===== src/rtl/vso_pkg.sv =====
package vso_pkg;

    localparam int SYNC_N = 6;
    localparam int LEAD_W = 2;
    localparam int PIN_W  = 16;

    // pin-control bit positions decoded by the enable stage
    localparam int PIN_AV_OFF   = 3;
    localparam int PIN_SYNC_OFF = 4;
    localparam int PIN_LLC1_OFF = 6;
    localparam int PIN_LLC2_OFF = 7;
    localparam int PIN_FIFO_OFF = 9;
    localparam int PIN_C_ON     = 10;
    localparam int PIN_Y_ON     = 11;

    // timing strobes; hs sits at bit 0 so the polarity field maps directly
    typedef struct packed {
        logic ilace;
        logic help;
        logic vs;
        logic av;
        logic hc;
        logic hs;
    } sync_t;

    // sync-control word: polarity bits above the lead field
    typedef struct packed {
        sync_t             inv;
        logic [LEAD_W-1:0] lead;
    } sync_ctrl_t;

    typedef struct packed {
        logic av;
        logic sync;
        logic llc1;
        logic llc2;
        logic fifo;
        logic chroma;
        logic luma;
    } oe_t;

    localparam oe_t OE_RST = '{av: 1'b1, sync: 1'b1, llc1: 1'b1, llc2: 1'b1,
                               fifo: 1'b1, chroma: 1'b0, luma: 1'b0};

endpackage


===== src/rtl/vso_tap_line.sv =====
module vso_tap_line #(
    parameter int W     = 8,
    parameter int DEPTH = 3
) (
    input  logic                    clk,
    input  logic                    rst_n,
    input  logic [W-1:0]            din,
    output logic [DEPTH:0][W-1:0]   taps
);

    logic [DEPTH-1:0][W-1:0] stage_d;
    logic [DEPTH-1:0][W-1:0] stage_q;

    always_comb begin
        stage_d[0] = din;
        for (int i = 1; i < DEPTH; i++) begin
            stage_d[i] = stage_q[i-1];
        end
    end

    always_ff @(posedge clk or negedge rst_n) begin
        if (!rst_n) begin
            stage_q <= '0;
        end else begin
            stage_q <= stage_d;
        end
    end

    // tap 0 is the undelayed input, tap k is k clocks old
    assign taps[0] = din;
    for (genvar g = 0; g < DEPTH; g++) begin : g_tap
        assign taps[g+1] = stage_q[g];
    end

endmodule


===== src/rtl/vso_lead_ctrl.sv =====
module vso_lead_ctrl #(
    parameter int LEAD_W = 2,
    parameter int HIST   = 3
) (
    input  logic              clk,
    input  logic              rst_n,
    input  logic [LEAD_W-1:0] lead_req,
    input  logic              strobe_now,
    input  logic [HIST-1:0]   strobe_hist,
    output logic [LEAD_W-1:0] lead_q
);

    logic [LEAD_W-1:0] lead_d;
    logic              quiet;

    // switch only where the whole delay line holds no part of a strobe
    always_comb begin
        quiet  = (strobe_hist == '0);
        lead_d = lead_q;
        if (strobe_now && quiet) begin
            lead_d = lead_req;
        end
    end

    always_ff @(posedge clk or negedge rst_n) begin
        if (!rst_n) begin
            lead_q <= '0;
        end else begin
            lead_q <= lead_d;
        end
    end

endmodule


===== src/rtl/vso_pin_oe.sv =====
module vso_pin_oe
    import vso_pkg::*;
(
    input  logic             clk,
    input  logic             rst_n,
    input  logic [PIN_W-1:0] pin_ctrl,
    output oe_t              oe_q
);

    oe_t oe_d;

    always_comb begin
        // timing and clock groups: a set bit releases the pin
        oe_d.av     = ~pin_ctrl[PIN_AV_OFF];
        oe_d.sync   = ~pin_ctrl[PIN_SYNC_OFF];
        oe_d.llc1   = ~pin_ctrl[PIN_LLC1_OFF];
        oe_d.llc2   = ~pin_ctrl[PIN_LLC2_OFF];
        oe_d.fifo   = ~pin_ctrl[PIN_FIFO_OFF];
        // data groups: a set bit drives the pin
        oe_d.chroma = pin_ctrl[PIN_C_ON];
        oe_d.luma   = pin_ctrl[PIN_Y_ON];
    end

    always_ff @(posedge clk or negedge rst_n) begin
        if (!rst_n) begin
            oe_q <= OE_RST;
        end else begin
            oe_q <= oe_d;
        end
    end

endmodule


===== src/rtl/sync_out_align.sv =====
module sync_out_align
    import vso_pkg::*;
#(
    parameter int DATA_W = 8
) (
    input  logic              clk,
    input  logic              rst_n,
    input  logic [7:0]        sync_ctrl_i,
    input  logic [15:0]       pin_ctrl_i,
    input  logic              hsync_i,
    input  logic              hclamp_i,
    input  logic              actv_i,
    input  logic              vsync_i,
    input  logic              help_i,
    input  logic              ilace_i,
    input  logic [DATA_W-1:0] luma_i,
    input  logic [DATA_W-1:0] chroma_i,
    output logic              hsync_o,
    output logic              hclamp_o,
    output logic              actv_o,
    output logic              vsync_o,
    output logic              help_o,
    output logic              ilace_o,
    output logic [DATA_W-1:0] luma_o,
    output logic [DATA_W-1:0] chroma_o,
    output logic              actv_oe_o,
    output logic              sync_oe_o,
    output logic              llc1_oe_o,
    output logic              llc2_oe_o,
    output logic              fifo_oe_o,
    output logic              chroma_oe_o,
    output logic              luma_oe_o
);

    localparam int MAX_LEAD = (1 << LEAD_W) - 1;
    localparam int LINE_W   = 2 * DATA_W + SYNC_N;

    typedef struct packed {
        logic [DATA_W-1:0] y;
        logic [DATA_W-1:0] c;
        sync_t             s;
    } line_t;

    typedef struct packed {
        sync_ctrl_t        ctrl;
        sync_t             sync;
        logic [DATA_W-1:0] y;
        logic [DATA_W-1:0] c;
    } out_st_t;

    out_st_t                      st_d;
    out_st_t                      st_q;
    line_t                        line_in;
    logic [MAX_LEAD:0][LINE_W-1:0] taps;
    logic [MAX_LEAD-1:0]          strobe_hist;
    logic [LEAD_W-1:0]            lead_q;
    logic [LEAD_W-1:0]            tap_sel;
    line_t                        late;
    line_t                        pick;
    sync_t                        raw;
    oe_t                          oe_q;

    assign line_in = '{y: luma_i, c: chroma_i,
                       s: '{ilace: ilace_i, help: help_i, vs: vsync_i,
                            av: actv_i, hc: hclamp_i, hs: hsync_i}};

    vso_tap_line #(
        .W     (LINE_W),
        .DEPTH (MAX_LEAD)
    ) u_line (
        .clk   (clk),
        .rst_n (rst_n),
        .din   (line_in),
        .taps  (taps)
    );

    // active-video history held in the line, oldest at the top
    for (genvar g = 0; g < MAX_LEAD; g++) begin : g_hist
        line_t tap_v;
        assign tap_v          = taps[g+1];
        assign strobe_hist[g] = tap_v.s.av;
    end

    vso_lead_ctrl #(
        .LEAD_W (LEAD_W),
        .HIST   (MAX_LEAD)
    ) u_lead (
        .clk         (clk),
        .rst_n       (rst_n),
        .lead_req    (st_q.ctrl.lead),
        .strobe_now  (actv_i),
        .strobe_hist (strobe_hist),
        .lead_q      (lead_q)
    );

    vso_pin_oe u_oe (
        .clk      (clk),
        .rst_n    (rst_n),
        .pin_ctrl (pin_ctrl_i),
        .oe_q     (oe_q)
    );

    always_comb begin
        tap_sel = LEAD_W'(MAX_LEAD) - lead_q;
        late    = taps[MAX_LEAD];
        pick    = taps[tap_sel];
        raw     = late.s;
        raw.av  = pick.s.av;

        st_d.ctrl = sync_ctrl_t'(sync_ctrl_i);
        st_d.sync = sync_t'(raw ^ st_q.ctrl.inv);
        st_d.y    = late.y;
        st_d.c    = late.c;
    end

    always_ff @(posedge clk or negedge rst_n) begin
        if (!rst_n) begin
            st_q <= '0;
        end else begin
            st_q <= st_d;
        end
    end

    assign hsync_o     = st_q.sync.hs;
    assign hclamp_o    = st_q.sync.hc;
    assign actv_o      = st_q.sync.av;
    assign vsync_o     = st_q.sync.vs;
    assign help_o      = st_q.sync.help;
    assign ilace_o     = st_q.sync.ilace;
    assign luma_o      = st_q.y;
    assign chroma_o    = st_q.c;
    assign actv_oe_o   = oe_q.av;
    assign sync_oe_o   = oe_q.sync;
    assign llc1_oe_o   = oe_q.llc1;
    assign llc2_oe_o   = oe_q.llc2;
    assign fifo_oe_o   = oe_q.fifo;
    assign chroma_oe_o = oe_q.chroma;
    assign luma_oe_o   = oe_q.luma;

endmodule


===== config.mk =====
export PLATFORM = sky130hd
export DESIGN_NAME = sync_out_align
export DESIGN_NICKNAME = d
export VERILOG_FILES = /design/src/rtl/vso_pkg.sv /design/src/rtl/vso_tap_line.sv /design/src/rtl/vso_lead_ctrl.sv /design/src/rtl/vso_pin_oe.sv /design/src/rtl/sync_out_align.sv
export SDC_FILE = /design/constraint.sdc
export NUM_CORES = 1
export LEC_CHECK = 0
export BUFFER_PORTS_ARGS = -buffer_cell sky130_fd_sc_hd__buf_2
export CAP_MARGIN = 30
export CORE_MARGIN = 8
export CORE_UTILIZATION = 50
export CTS_CLUSTER_DIAMETER = 30
export CTS_CLUSTER_SIZE = 8
export DETAILED_ROUTE_END_ITERATION = 10
export HOLD_SLACK_MARGIN = 0.12
export PLACE_DENSITY = 0.76
export SLEW_MARGIN = 10
export SYNTH_ARGS = -nofsm -noshare
export SYNTH_HDL_FRONTEND = slang
export SYNTH_SLANG_ARGS = --single-unit

===== constraint.sdc =====
create_clock -name clk -period 1.4 [get_ports clk]
set_input_delay 0.07 -clock clk [delete_from_list [all_inputs] [get_ports clk]]
set_output_delay 0.07 -clock clk [all_outputs]
set_load 0.1 [all_outputs]

# Word level (Yosys, flattened, before mapping)

Index checks and enable logic that the tools add are counted.

Register bits: 105
Latch bits: 0
Bits in writable memories: 0
Memory bits (read-only): 0
Input bits: 48
Output and inout port bits: 29
Logic and storage cells: 38
Memories: 0

Add/sub/neg operators: 1
Multipliers: 0
Div/mod/pow operators: 0
$lt $le $gt $ge: 1
Equality and inequality tests: 0
Shift-type cells: 0
Mux-type cells: 2
Bitwise gates (word level): 6
Reduce and logical (&&, ||, !) cells: 2

Operators by type and width:

| operator                                                             | number |
|---|---|
| 22-bit binary-select mux with 2-bit select                           | 1 |
| 6-bit XOR                                                            | 1 |
| 1-bit NOT                                                            | 5 |
| 3-bit zero test                                                      | 1 |
| 2-bit by 3-bit < comparator with 1-bit output, second input constant | 1 |
| 3-bit two-way mux                                                    | 1 |
| 2-bit subtractor, first input constant                               | 1 |
| 1-bit logical AND                                                    | 1 |

# Longest topological paths before layout

Gate-level depths: netlist (run 1).

Depth after elaboration: 4
Mapped depth: 2

# Hierarchy

Synthesis (run 1) repeated with hierarchy kept, for this count alone.

Cell total of the unflattened synthesis: 158
Area, all modules: 3059.2 µm²

By module, submodules not included:

| module         | instances | cells an instance | area an instance (µm²) | sequential area each (µm²) |
|---|---|---|---|---|
| vso_tap_line   | 1         | 88                | 1816.7                 | 1651.6 |
| sync_out_align | 1         | 53                | 945.9                  | 750.7 |
| vso_pin_oe     | 1         | 12                | 200.2                  | 181.4 |
| vso_lead_ctrl  | 1         | 5                 | 96.3                   | 50.0 |

# Worst setup path before layout (run 1)

No wires, ideal clock.

Path kind: reg-to-reg
From: reg u_line.stage_q, in the netlist u_line.taps[46]
To: reg u_lead.lead_q[0]
Library setup time: 125 ps
Arrival time: 1034 ps
Path slack: 241 ps
Stages on the path, launching flop included: 3
Path buffers: 0
Cell sequence: dfrtp_1 -> nor4b_4 -> mux2_2

Longest elaborated chain between the ends: 2

Ends and longest elaborated chain:

| item                   | RTL line            | RTL |
|---|---|---|
| start, declared        | vso_tap_line.sv:12  | `logic [DEPTH-1:0][W-1:0] stage_q;` |
| start signal, assigned | vso_tap_line.sv:25  | `stage_q <= stage_d;` |
| 3-bit zero test        | vso_lead_ctrl.sv:18 | `quiet = (strobe_hist == '0);` |
| 1-bit logical AND      | vso_lead_ctrl.sv:20 | `if (strobe_now && quiet) begin` |
| end signal, assigned   | vso_lead_ctrl.sv:29 | `lead_q <= lead_d;` |
| end, declared          | vso_lead_ctrl.sv:10 | `output logic [LEAD_W-1:0] lead_q` |

No other way between the ends.
A chain may end at the register's enable or synchronous reset.

# Final worst setup path (run 1)

From: reg, netlist name u_oe.oe_q[3]
To: out llc2_oe_o

RTL lines:

| item          | RTL line             | RTL |
|---|---|---|
| end, declared | sync_out_align.sv:29 | `output logic llc2_oe_o,` |

No word-level cell between the ends.

==> load_flow_metrics.sql, run 1 <==
INSERT INTO impl_metrics (metric_group, metric, value, unit) VALUES
('setup_path', 'worstPathRequired', '1.33', 'ns'),
('hold_path', 'min-delay-path-class', 'primary input to asynchronous set/reset pin', ''),
('synth', 'synth.cell_area', '2890', 'um^2'),
('route', 'route.detailed.wl_per_inst', '13.9', 'um'),
('floorplan', 'floorplan.rows', '27', ''),
('route', 'residual_antenna_violating_net_count_after_detailed_routing', '0', ''),
('synth', 'yosys_warnings', '0', ''),
('clock_network', 'cts_buffers', '9', ''),
('power', 'leakagePower', '1.82', 'nW'),
('cells_and_area', 'mostFrequentLayoutCells', '100 x dfrtp_1, 64 x buf_2, 38 x dlygate4sd3_1', ''),
('global_routing', 'via_count_of_the_first_global_routing_pass', '1527', ''),
('sta', 'clock_skew', '0.00735', 'ns'),
('synth', 'synth_sequential_area_ratio', '91.0', '%'),
('clock_network', 'cts.repair_timing.setup_buffer_count', '0', ''),
('synth', 'yosys.cell_types.count', '8', ''),
('global_routing', 'globalRouteOverflowTotal', '0', ''),
('clock_network', 'clkTransAtPathRegs', '0.09', 'ns'),
('synth', 'synth_cells', '136', ''),
('cells_and_area', 'post_route_cells_drive_above_1_share', '38.3', '%'),
('run_status', 'status', 'complete, no violations', ''),
('sta', 'achievable-frequency', '739', 'MHz'),
('sta', 'timing.final.setup_violations', '0', ''),
('setup_path', 'critical_path_sink_type', 'primary output', ''),
('setup_path', 'startpoint_type', 'flip-flop', ''),
('cells_and_area', 'layout.nets', '286', ''),
('cells_and_area', 'layout.filler_cells', '370', ''),
('global_routing', 'grt_max_degree', '39', ''),
('place', 'buffer_ports.inserted', '67', ''),
('sta', 'post-route-period-util', '96.7', '%'),
('power', 'power.density_cell_area', '1480', 'nW/um^2'),
('setup_path', 'worstPathArrival', '1.28', 'ns'),
('floorplan', 'y_dimension_of_the_die', '92.1', 'um'),
('floorplan', 'design.core.area', '5540', 'um^2'),
('setup_path', 'crit_slowest_cell', 'dfstp_2', ''),
('setup_path', 'cp_slowest_stage_delay', '0.53', 'ns'),
('cells_and_area', 'diodes', '0', ''),
('global_routing', 'antenna_found_initial', '0', ''),
('synth', 'syn-num-nets', '184', ''),
('clock_network', 'clk_path_buf_depth', '2', ''),
('route', 'drt-pass1-iter-count', '3', ''),
('place', 'gp_routability_congestion', '0.673', ''),
('floorplan', 'design.die.area', '8480', 'um^2'),
('cells_and_area', 'syn2layout_area_growth', '31.3', '%'),
('flow_run', 'max_cap_viol_count', '0', ''),
('global_routing', 'global_route_wire_length_before_repair', '7400', 'um'),
('route', 'finalWirelength', '4380', 'um'),
('synth', 'postSynthRegisterBits', '105', ''),
('route', 'vias', '1301', ''),
('sta', 'unrepaired_setup_endpoints_after_global_routing', 'no', ''),
('route', 'drt_drc_violations_left', '0', ''),
('sta', 'timing_worst_slew_pin_value', '0.504', 'ns'),
('route', 'vias_per_cell', '4.13', ''),
('floorplan', 'initial_core_util', '52.2', '%'),
('place', 'hpwlAfterDp', '2720', 'um'),
('clock_network', 'clkSinkCount', '105', ''),
('synth', 'synth_area_per_cell', '21.3', 'um^2'),
('sta', 'layout_min_cycle_time', '1.35', 'ns'),
('setup_path', 'worstPathMaxFanout', '1', ''),
('clock_network', 'clockRootBuffer', 'clkbuf_8', ''),
('clock_network', 'htree_num_levels', '3', ''),
('power', 'irDropWorstVdd', '0.862', 'mV'),
('setup_path', 'critical_path.cell_chain', 'buf_2', ''),
('clock_network', 'clock_insertion_delay_at_the_later_pin_of_the_skew_report', '0.33', 'ns'),
('floorplan', 'io_pins', '77', ''),
('cells_and_area', 'layout.cells.most_common', 'dfrtp_1', ''),
('sta', 'total_negative_slack', '0', 'ns'),
('setup_path', 'critical_path.top_delay_family', 'flip-flops', ''),
('setup_path', 'path_class', 'flip-flop to primary output', ''),
('sta', 'report.final.hold_viol_count', '0', ''),
('setup_path', 'crit_buf_inv', '1', ''),
('global_routing', 'grt.total_usage', '11.4', '%'),
('cells_and_area', 'layout.core_utilization', '68.6', '%'),
('clock_network', 'cts_tree', 'yes', ''),
('floorplan', 'die_x', '92.1', 'um'),
('sta', 'slew_headroom', '66.6', '%'),
('sta', 'slew_viol_final', '0', ''),
('route', 'detail_route.iter0.violations', '56', '');
## flip-flops by register name (all words and copies together), names as in the netlist
name / flops
u_line.taps: 66
chroma_o: 8
luma_o: 8
st_q: 8
u_oe.oe_q: 7
u_lead.lead_q: 2
actv_o: 1
hclamp_o: 1
help_o: 1
hsync_o: 1
ilace_o: 1
vsync_o: 1
## repair_timing
action                                  CTS  global route
endpoints found under the setup margin    0             2
gates resized for setup                   0             2
endpoints found under the hold margin   142             0
hold buffers                             38             0
## cells by family after synthesis
group / Yosys count / share of synthesized area, %
flip-flops: 105 / 91.0
buffers and inverters: 21 / 4.80
XOR/XNOR: 6 / 1.82
multiplexers: 3 / 1.56
AND/OR/NAND/NOR: 1 / 0.821
## metal layers
layer	vias up	routed length, um	GRT usage [%]
li1	602	-	-
met1	655	1730	12.9
met2	38	2290	18.3
met3	6	308	4.56
met4	0	57	5.64
met5	-	0	0
## power breakdown
part           leakage (nW)  switching (mW)  total, mW  internal [mW]
sequential             1.22          0.0580       3.27           3.21
clock                0.0891           0.893       1.58          0.690
combinational         0.517           0.561      0.753          0.192
total                  1.82            1.51       5.61           4.09
## cells in the mapped netlist
master | number | area (um^2)
mux2_2 | 2 | 22.5
dfrtp_1 | 100 | 2500
dfstp_2 | 5 | 131
nor4b_4 | 1 | 23.8
xor2_1 | 6 | 52.6
inv_1 | 5 | 18.8
mux4_2 | 1 | 22.5
buf_4 | 16 | 120
## final cells by class
class                           instances  area, um^2  share of cell area [%]
Sequential cell                       105        2630                    69.3
Clock inverter                          5        31.3                   0.823
Inverter                                5        18.8                   0.494
Multi-Input combinational cell         10         121                    3.19
Clock buffer                           11         141                    3.72
Tap cell                               72        90.1                    2.37
Timing Repair Buffer                  107         763                    20.1
## final timing paths
check / start / end / slack [ns] / depth (start not counted)
worst min register to register: u_line.taps[50] / u_line.taps[72] / 0.35 / 0
worst max register to register: u_line.taps[46] / u_lead.lead_q[1] / 0.18 / 2
min in group clk: u_line.taps[50] / u_line.taps[72] / 0.35 / 0
worst min-delay path: rst_n / u_line.taps[42] / 0.20 / 2
worst max-delay path: u_oe.oe_q[3] / llc2_oe_o / 0.05 / 1
max in group asynchronous: rst_n / u_line.taps[47] / 0.66 / 3
## through the flow
step | hold WS [ns] | cell area [um^2] | total power, mW | worst slack [ns] | instances
floorplan | -0.226 | 2890 | 3.83 | 0.241 | 136
detailed placement | 0.0333 | 3240 | 4.01 | 0.181 | 261
CTS | 0.202 | 3790 | 5.67 | 0.0207 | 315
global route | 0.229 | 3800 | 5.87 | 0.00252 | 315
global placement | 0.0289 | 3240 | 3.99 | 0.226 | 261
finish | 0.204 | 3800 | 5.61 | 0.0463 | 315
Note: power is estimated with default switching activity, not from simulation.
==> run 2: changes to the inputs <==
--- a/config.mk
+++ b/config.mk
@@ -14,6 +14,7 @@
 export DETAILED_ROUTE_END_ITERATION = 10
 export HOLD_SLACK_MARGIN = 0.12
 export PLACE_DENSITY = 0.76
+export REMOVE_ABC_BUFFERS = 1
 export SLEW_MARGIN = 10
 export SYNTH_ARGS = -nofsm -noshare
 export SYNTH_HDL_FRONTEND = slang
==> load_flow_metrics.sql, run 2 (synthesized netlist as in run 1, its figures left out) <==
INSERT INTO impl_metrics (metric_group, metric, value, unit) VALUES
('floorplan', 'floorplan.rows', '27', ''),
('clock_network', 'clock_insertion_delay_at_the_later_pin_of_the_skew_report', '0.36', 'ns'),
('place', 'gp_routability_congestion', '0.672', ''),
('sta', 'timing.final.setup_violations', '0', ''),
('cells_and_area', 'mostFrequentLayoutCells', '100 x dfrtp_1, 61 x buf_2, 38 x dlygate4sd3_1', ''),
('power', 'clkPwrFrac', '34.1', '%'),
('sta', 'slew_viol_final', '0', ''),
('sta', 'report.final.hold_viol_count', '0', ''),
('sta', 'achievable-frequency', '775', 'MHz'),
('cells_and_area', 'post_route_cells_drive_above_1_share', '38.7', '%'),
('cells_and_area', 'stdcell_area', '3870', 'um^2'),
('setup_path', 'critical_path_sink_type', 'primary output', ''),
('global_routing', 'via_count_of_the_first_global_routing_pass', '1480', ''),
('floorplan', 'io_pins', '77', ''),
('hold_path', 'min-delay-path-class', 'primary input to asynchronous set/reset pin', ''),
('route', 'route.detailed.wl_per_inst', '14.3', 'um'),
('place', 'buffer_ports.inserted', '67', ''),
('power', 'irDropWorstVdd', '0.888', 'mV'),
('cells_and_area', 'diodes', '0', ''),
('global_routing', 'global_route_wire_length_before_repair', '7180', 'um'),
('global_routing', 'globalRouteOverflowTotal', '0', ''),
('sta', 'total_negative_slack', '0', 'ns'),
('power', 'power.density_cell_area', '1580', 'nW/um^2'),
('power', 'internal_power_component', '4.49', 'mW'),
('setup_path', 'worstPathRequired', '1.33', 'ns'),
('route', 'met1Wirelength', '1600', 'um'),
('place', 'place_worst_setup_slack', '0.188', 'ns'),
('power', 'power_switching_share', '26.4', '%'),
('floorplan', 'die_x', '92.1', 'um'),
('clock_network', 'htree_num_levels', '3', ''),
('floorplan', 'design.die.area', '8480', 'um^2'),
('power', 'leakagePower', '1.86', 'nW'),
('setup_path', 'regToRegSetupSlack', '0.17', 'ns'),
('cells_and_area', 'syn2layout_area_growth', '33.7', '%'),
('route', 'drt_drc_violations_left', '0', ''),
('clock_network', 'cts_buffers', '9', ''),
('power', 'power.net_switching', '1.61', 'mW'),
('setup_path', 'crit_buf_inv', '1', ''),
('setup_path', 'cp_slowest_stage_delay', '0.54', 'ns'),
('clock_network', 'clkSinkCount', '105', ''),
('setup_path', 'critical_path.top_delay_family', 'flip-flops', ''),
('route', 'vias_per_cell', '4.22', ''),
('sta', 'clock_skew', '0.00472', 'ns'),
('route', 'finalWirelength', '4500', 'um'),
('cells_and_area', 'finish.cell_count_without_fillers', '315', ''),
('clock_network', 'cts_tree', 'yes', ''),
('route', 'met3WireLength', '498', 'um'),
('global_routing', 'grt.total_usage', '11.5', '%'),
('route', 'residual_antenna_violating_net_count_after_detailed_routing', '0', ''),
('route', 'detail_route.iter0.violations', '33', ''),
('sta', 'layout_min_cycle_time', '1.29', 'ns'),
('clock_network', 'cts.repair_timing.setup_buffer_count', '0', ''),
('floorplan', 'y_dimension_of_the_die', '92.1', 'um'),
('route', 'wl_met2', '2330', 'um'),
('flow_run', 'max_cap_viol_count', '0', ''),
('place', 'dp_cells', '261', ''),
('cells_and_area', 'layout.cells.most_common', 'dfrtp_1', ''),
('setup_path', 'crit_slowest_cell', 'dfstp_2', ''),
('place', 'hpwlAfterDp', '2650', 'um'),
('setup_path', 'startpoint_type', 'flip-flop', ''),
('sta', 'timing_worst_slew_pin_value', '0.508', 'ns'),
('sta', 'post-route-period-util', '92.2', '%'),
('power', 'comb_power_share', '12.4', '%'),
('run_status', 'status', 'complete, no violations', ''),
('route', 'vias', '1330', ''),
('global_routing', 'antenna_found_initial', '0', ''),
('clock_network', 'clk_path_buf_depth', '2', ''),
('route', 'drt-pass1-iter-count', '4', ''),
('sta', 'slew_headroom', '66.4', '%'),
('setup_path', 'worstPathArrival', '1.22', 'ns'),
('clock_network', 'clockRootBuffer', 'clkbuf_8', ''),
('setup_path', 'worstPathMaxFanout', '1', ''),
('place', 'placedInstanceArea', '3240', 'um^2'),
('route', 'topRoutingLayerUsed', 'met4', ''),
('sta', 'timing.final.ws_setup', '0.109', 'ns'),
('clock_network', 'clkTransAtPathRegs', '0.10', 'ns'),
('setup_path', 'path_class', 'flip-flop to primary output', ''),
('setup_path', 'critical_path.cell_chain', 'clkbuf_4', ''),
('floorplan', 'design.core.area', '5540', 'um^2'),
('global_routing', 'grt_max_degree', '46', ''),
('cells_and_area', 'layout.nets', '286', ''),
('cells_and_area', 'largest_reg_flops', '66', ''),
('sta', 'unrepaired_setup_endpoints_after_global_routing', 'no', ''),
('floorplan', 'initial_core_util', '52.2', '%'),
('power', 'power.sequential.fraction', '53.5', '%');
run 2: changes by cell type in the layout (fill, tap and decap cells not counted):
cell,before,now
buf_2,64,61
bufinv_16,0,2
clkinvlp_4,1,0
inv_6,0,2
clkbuf_4,2,5
clkinv_2,3,0
inv_8,0,1
clkbuf_1,1,0
run 2: cell type report:
type,count,area (um^2)
Sequential cell,105,2630
Fill cell,360,1670
Timing Repair Buffer,107,771
Clock buffer,10,138
Multi-Input combinational cell,10,121
Clock inverter,6,97.6
Tap cell,72,90.1
Inverter,5,18.8
run 2: through the flow:
step / utilization (%) / power, mW / hold slack (ns)
5_1_grt: 69.9 / 6.35 / 0.221
3_3_place_gp: 58.5 / 3.99 / 0.0320
6_report: 69.9 / 6.10 / 0.199
2_1_floorplan: - / 3.80 / -0.226
3_5_place_dp: 58.5 / 4.01 / 0.0407
4_1_cts: 69.6 / 6.18 / 0.185
run 2: power groups by stage:
stage	clock [mW]	combinational, mW	sequential [mW]
floorplan	0	0.0446	3.75
global placement	0	0.670	3.32
detailed placement	0	0.677	3.33
CTS	2.15	0.759	3.27
global route	2.27	0.794	3.29
finish	2.08	0.756	3.27
run 2: metal layers:
metal	up-vias	GRT usage, %
li1	604	-
met1	664	11.6
met2	53	18.5
met3	9	6.76
met4	0	6.04
met5	-	0
run 2: repair_timing:
action	in CTS	in global routing
resized for setup	0	5
hold buffers	38	0
endpoints found under the setup margin	0	5
endpoints found under the hold margin	137	0
run 2: final timing paths:
| path | start | to | cells past startpoint |
|---|---|---|---|
| worst min register to register | u_line.taps[43] | u_line.taps[65] | 0 |
| max in group asynchronous | rst_n | hsync_o | 3 |
| worst max register to register | u_line.taps[46] | u_lead.lead_q[1] | 2 |
| worst max-delay path | u_oe.oe_q[4] | llc1_oe_o | 1 |
| worst min-delay path | rst_n | luma_o[1] | 2 |
| min in group clk | pin_ctrl_i[10] | u_oe.oe_q[1] | 2 |
==> run 3: changes to the inputs <==
--- a/config.mk
+++ b/config.mk
@@ -5,6 +5,7 @@
 export SDC_FILE = /design/constraint.sdc
 export NUM_CORES = 1
 export LEC_CHECK = 0
+export ABC_AREA = 1
 export BUFFER_PORTS_ARGS = -buffer_cell sky130_fd_sc_hd__buf_2
 export CAP_MARGIN = 30
 export CORE_MARGIN = 8
@@ -12,6 +13,7 @@
 export CTS_CLUSTER_DIAMETER = 30
 export CTS_CLUSTER_SIZE = 8
 export DETAILED_ROUTE_END_ITERATION = 10
+export GPL_TIMING_DRIVEN = 0
 export HOLD_SLACK_MARGIN = 0.12
 export PLACE_DENSITY = 0.76
 export REMOVE_ABC_BUFFERS = 1
==> load_flow_metrics.sql, run 3 <==
INSERT INTO impl_metrics (metric_group, metric, value, unit) VALUES
('cells_and_area', 'multi_input_area', '124', 'um^2'),
('cells_and_area', 'diodes', '0', ''),
('synth', 'synth_area_per_cell', '19.2', 'um^2'),
('clock_network', 'htree_num_levels', '3', ''),
('clock_network', 'cts_buffers', '9', ''),
('floorplan', 'y_dimension_of_the_die', '92.4', 'um'),
('setup_path', 'critical_path.top_delay_family', 'flip-flops', ''),
('clock_network', 'clock_insertion_delay_at_the_later_pin_of_the_skew_report', '0.36', 'ns'),
('hold_path', 'min-delay-path-class', 'primary input to asynchronous set/reset pin', ''),
('flow_run', 'max_cap_viol_count', '0', ''),
('synth', 'synth_compound_gate_area_share', '0.343', '%'),
('setup_path', 'crit_buf_inv', '1', ''),
('sta', 'timing_worst_slew_pin_value', '0.628', 'ns'),
('global_routing', 'via_count_of_the_first_global_routing_pass', '1582', ''),
('setup_path', 'critical_path.cell_chain', 'clkbuf_4', ''),
('clock_network', 'clkTransAtPathRegs', '0.10', 'ns'),
('clock_network', 'cts_tree', 'yes', ''),
('setup_path', 'path_class', 'flip-flop to primary output', ''),
('place', 'dp_cells', '279', ''),
('synth', 'synth_top_flop_cell', 'dfrtp_1', ''),
('sta', 'post-route-period-util', '92.1', '%'),
('synth', 'synth.cell_area', '2920', 'um^2'),
('place', 'gp_routability_congestion', '0.699', ''),
('cells_and_area', 'layout.core_utilization', '66.6', '%'),
('cells_and_area', 'finish.cell_count_without_fillers', '333', ''),
('global_routing', 'grt.total_usage', '11.8', '%'),
('route', 'residual_antenna_violating_net_count_after_detailed_routing', '0', ''),
('synth', 'synth_commonest_cells', '100 x dfrtp_1, 16 x buf_4, 9 x inv_1, 9 x nand2_1', ''),
('run_status', 'status', 'complete, no violations', ''),
('sta', 'layout_min_cycle_time', '1.29', 'ns'),
('route', 'finalWirelength', '4570', 'um'),
('synth', 'synth_sequential_area_ratio', '90.3', '%'),
('power', 'power.density_cell_area', '1520', 'nW/um^2'),
('cells_and_area', 'layout.cells.most_common', 'dfrtp_1', ''),
('floorplan', 'design.core.area', '5780', 'um^2'),
('floorplan', 'floorplan.rows', '28', ''),
('sta', 'report.final.hold_viol_count', '0', ''),
('setup_path', 'startpoint_type', 'flip-flop', ''),
('synth', 'ys_async_sr_fraction', '100', '%'),
('cells_and_area', 'regArea', '2630', 'um^2'),
('sta', 'achievable-frequency', '775', 'MHz'),
('setup_path', 'crit_slowest_cell', 'dfstp_2', ''),
('synth', 'synthXorXnorAreaFrac', '1.50', '%'),
('sta', 'slew_viol_final', '0', ''),
('place', 'hpwlAfterDp', '2830', 'um'),
('global_routing', 'antenna_found_initial', '0', ''),
('clock_network', 'clk_path_buf_depth', '2', ''),
('synth', 'synth_cells', '152', ''),
('synth', 'synth_edf_count', '0', ''),
('clock_network', 'cts.repair_timing.setup_buffer_count', '0', ''),
('synth', 'synth_top_family_by_area', 'buffers and inverters', ''),
('cells_and_area', 'largest_reg_flops', '66', ''),
('route', 'drt_drc_violations_left', '0', ''),
('synth', 'postSynthRegisterBits', '105', ''),
('setup_path', 'worstPathArrival', '1.22', 'ns'),
('synth', 'yosysTopAreaCell', 'dfrtp_1', ''),
('floorplan', 'io_pins', '77', ''),
('setup_path', 'cp_slowest_stage_delay', '0.54', 'ns'),
('global_routing', 'global_route_wire_length_before_repair', '7620', 'um'),
('synth', 'synth_top_area_share', '85.8', '%'),
('sta', 'slew_headroom', '58.1', '%'),
('synth', 'yosys_warnings', '0', ''),
('cells_and_area', 'layout.nets', '301', ''),
('setup_path', 'critical_path_sink_type', 'primary output', ''),
('clock_network', 'clockRootBuffer', 'clkbuf_8', ''),
('route', 'vias', '1366', ''),
('sta', 'timing.final.setup_violations', '0', ''),
('cells_and_area', 'post_route_cells_drive_above_1_share', '35.7', '%'),
('route', 'drt-pass1-iter-count', '4', ''),
('setup_path', 'worstPathMaxFanout', '1', ''),
('cells_and_area', 'syn2layout_area_growth', '32.0', '%'),
('synth', 'yosys.cell_types.count', '12', ''),
('synth', 'synthTopCellsByArea', 'dfrtp_1 86%, dfstp_2 4.5%, buf_4 4.1%', ''),
('floorplan', 'die_x', '92.4', 'um'),
('synth', 'synth_simple_gate_area_share', '2.40', '%'),
('synth', 'synthAdderAreaFrac', '0', '%'),
('setup_path', 'worstPathRequired', '1.33', 'ns'),
('route', 'route.detailed.wl_per_inst', '13.7', 'um'),
('clock_network', 'clkSinkCount', '105', ''),
('floorplan', 'design.die.area', '8530', 'um^2'),
('global_routing', 'globalRouteOverflowTotal', '0', ''),
('route', 'vias_per_cell', '4.10', ''),
('place', 'buffer_ports.inserted', '67', ''),
('sta', 'unrepaired_setup_endpoints_after_global_routing', 'no', ''),
('synth', 'synth.area.mux_share', '0', '%'),
('cells_and_area', 'mostFrequentLayoutCells', '100 x dfrtp_1, 61 x buf_2, 38 x dlygate4sd3_1', ''),
('power', 'leakagePower', '1.87', 'nW'),
('power', 'irDropWorstVdd', '0.891', 'mV'),
('synth', 'yosys.cell_count.top_type', 'dfrtp_1', ''),
('sta', 'clock_skew', '0.0118', 'ns'),
('floorplan', 'initial_core_util', '50.4', '%'),
('route', 'detail_route.iter0.violations', '52', ''),
('global_routing', 'grt_max_degree', '56', ''),
('cells_and_area', 'layout.filler_cells', '402', '');
run 3: changes by cell type in the layout (fill, tap and decap cells not counted), sizes merged, moves of 2 or more:
cell | previous run | this run
nand2 | 0 | 9
inv | 8 | 12
nand3 | 0 | 3
clkinv | 1 | 3
mux2 | 2 | 0
o21ai | 0 | 2
run 3: kinds of logic after synthesis:
kind of cell | Yosys count
buf+inv | 26
simple gates | 14
xor+xnor | 5
compound gates | 2
flops | 105
run 3: final timing paths:
check / start / to / slack [ns] / depth (start not counted)
worst max-delay path: u_oe.oe_q[2] / fifo_oe_o / 0.11 / 1
worst min-delay path: rst_n / u_line.taps[39] / 0.27 / 2
worst max register to register: u_line.taps[46] / u_lead.lead_q[0] / 0.48 / 4
worst min register to register: u_line.taps[41] / u_line.taps[63] / 0.34 / 0
max in group asynchronous: rst_n / u_line.taps[68] / 0.48 / 3
min in group clk: u_line.taps[41] / u_line.taps[63] / 0.34 / 0
run 3: stage by stage:
step	power [mW]	setup WS [ns]	hold slack (ns)	setup TNS (ns)	cell area, um^2
detailed placement	4.00	0.412	0.129	0	3250
floorplan	3.79	0.447	-0.226	0	2800
finish	5.85	0.110	0.269	0	3850
CTS	5.88	0.00497	0.289	0	3840
global route	6.09	0.0737	0.329	0	3850
global placement	3.97	-0.672	0.178	-67.72	3220
run 3: cell type report:
cell class | instances | share of cell area [%]
repair buffers | 106 | 19.7
clock buffers | 9 | 3.22
inverters | 10 | 0.975
clock inverters | 7 | 2.02
flip-flops and latches | 105 | 68.4
well taps | 75 | 2.44
multi-input cells | 21 | 3.22
run 3: power by group:
part	switching [mW]	internal (mW)	total, mW
logic	0.568	0.184	0.752
registers	0.0578	3.21	3.27
clock network	0.990	0.842	1.83
run 3: routing by layer:
metal	GRT usage (%)	routed length, um
met5	0	0
met4	6.85	77
met1	12.6	1870
met3	4.85	280
met2	19.5	2350
run 3: worst reg2reg max path, stage by stage, from the launching register on:
cell      delay, ns
dfrtp_1        0.40
nor2_1         0.11
nand3b_1       0.15
nand2_1        0.09
o21ai_1        0.07
run 3: what timing repair did:
action / 4_1_cts / 5_1_grt
hold buffers: 38 / 0
resized for setup: 0 / 5
endpoints found under the hold margin: 90 / 0
endpoints found under the setup margin: 0 / 5
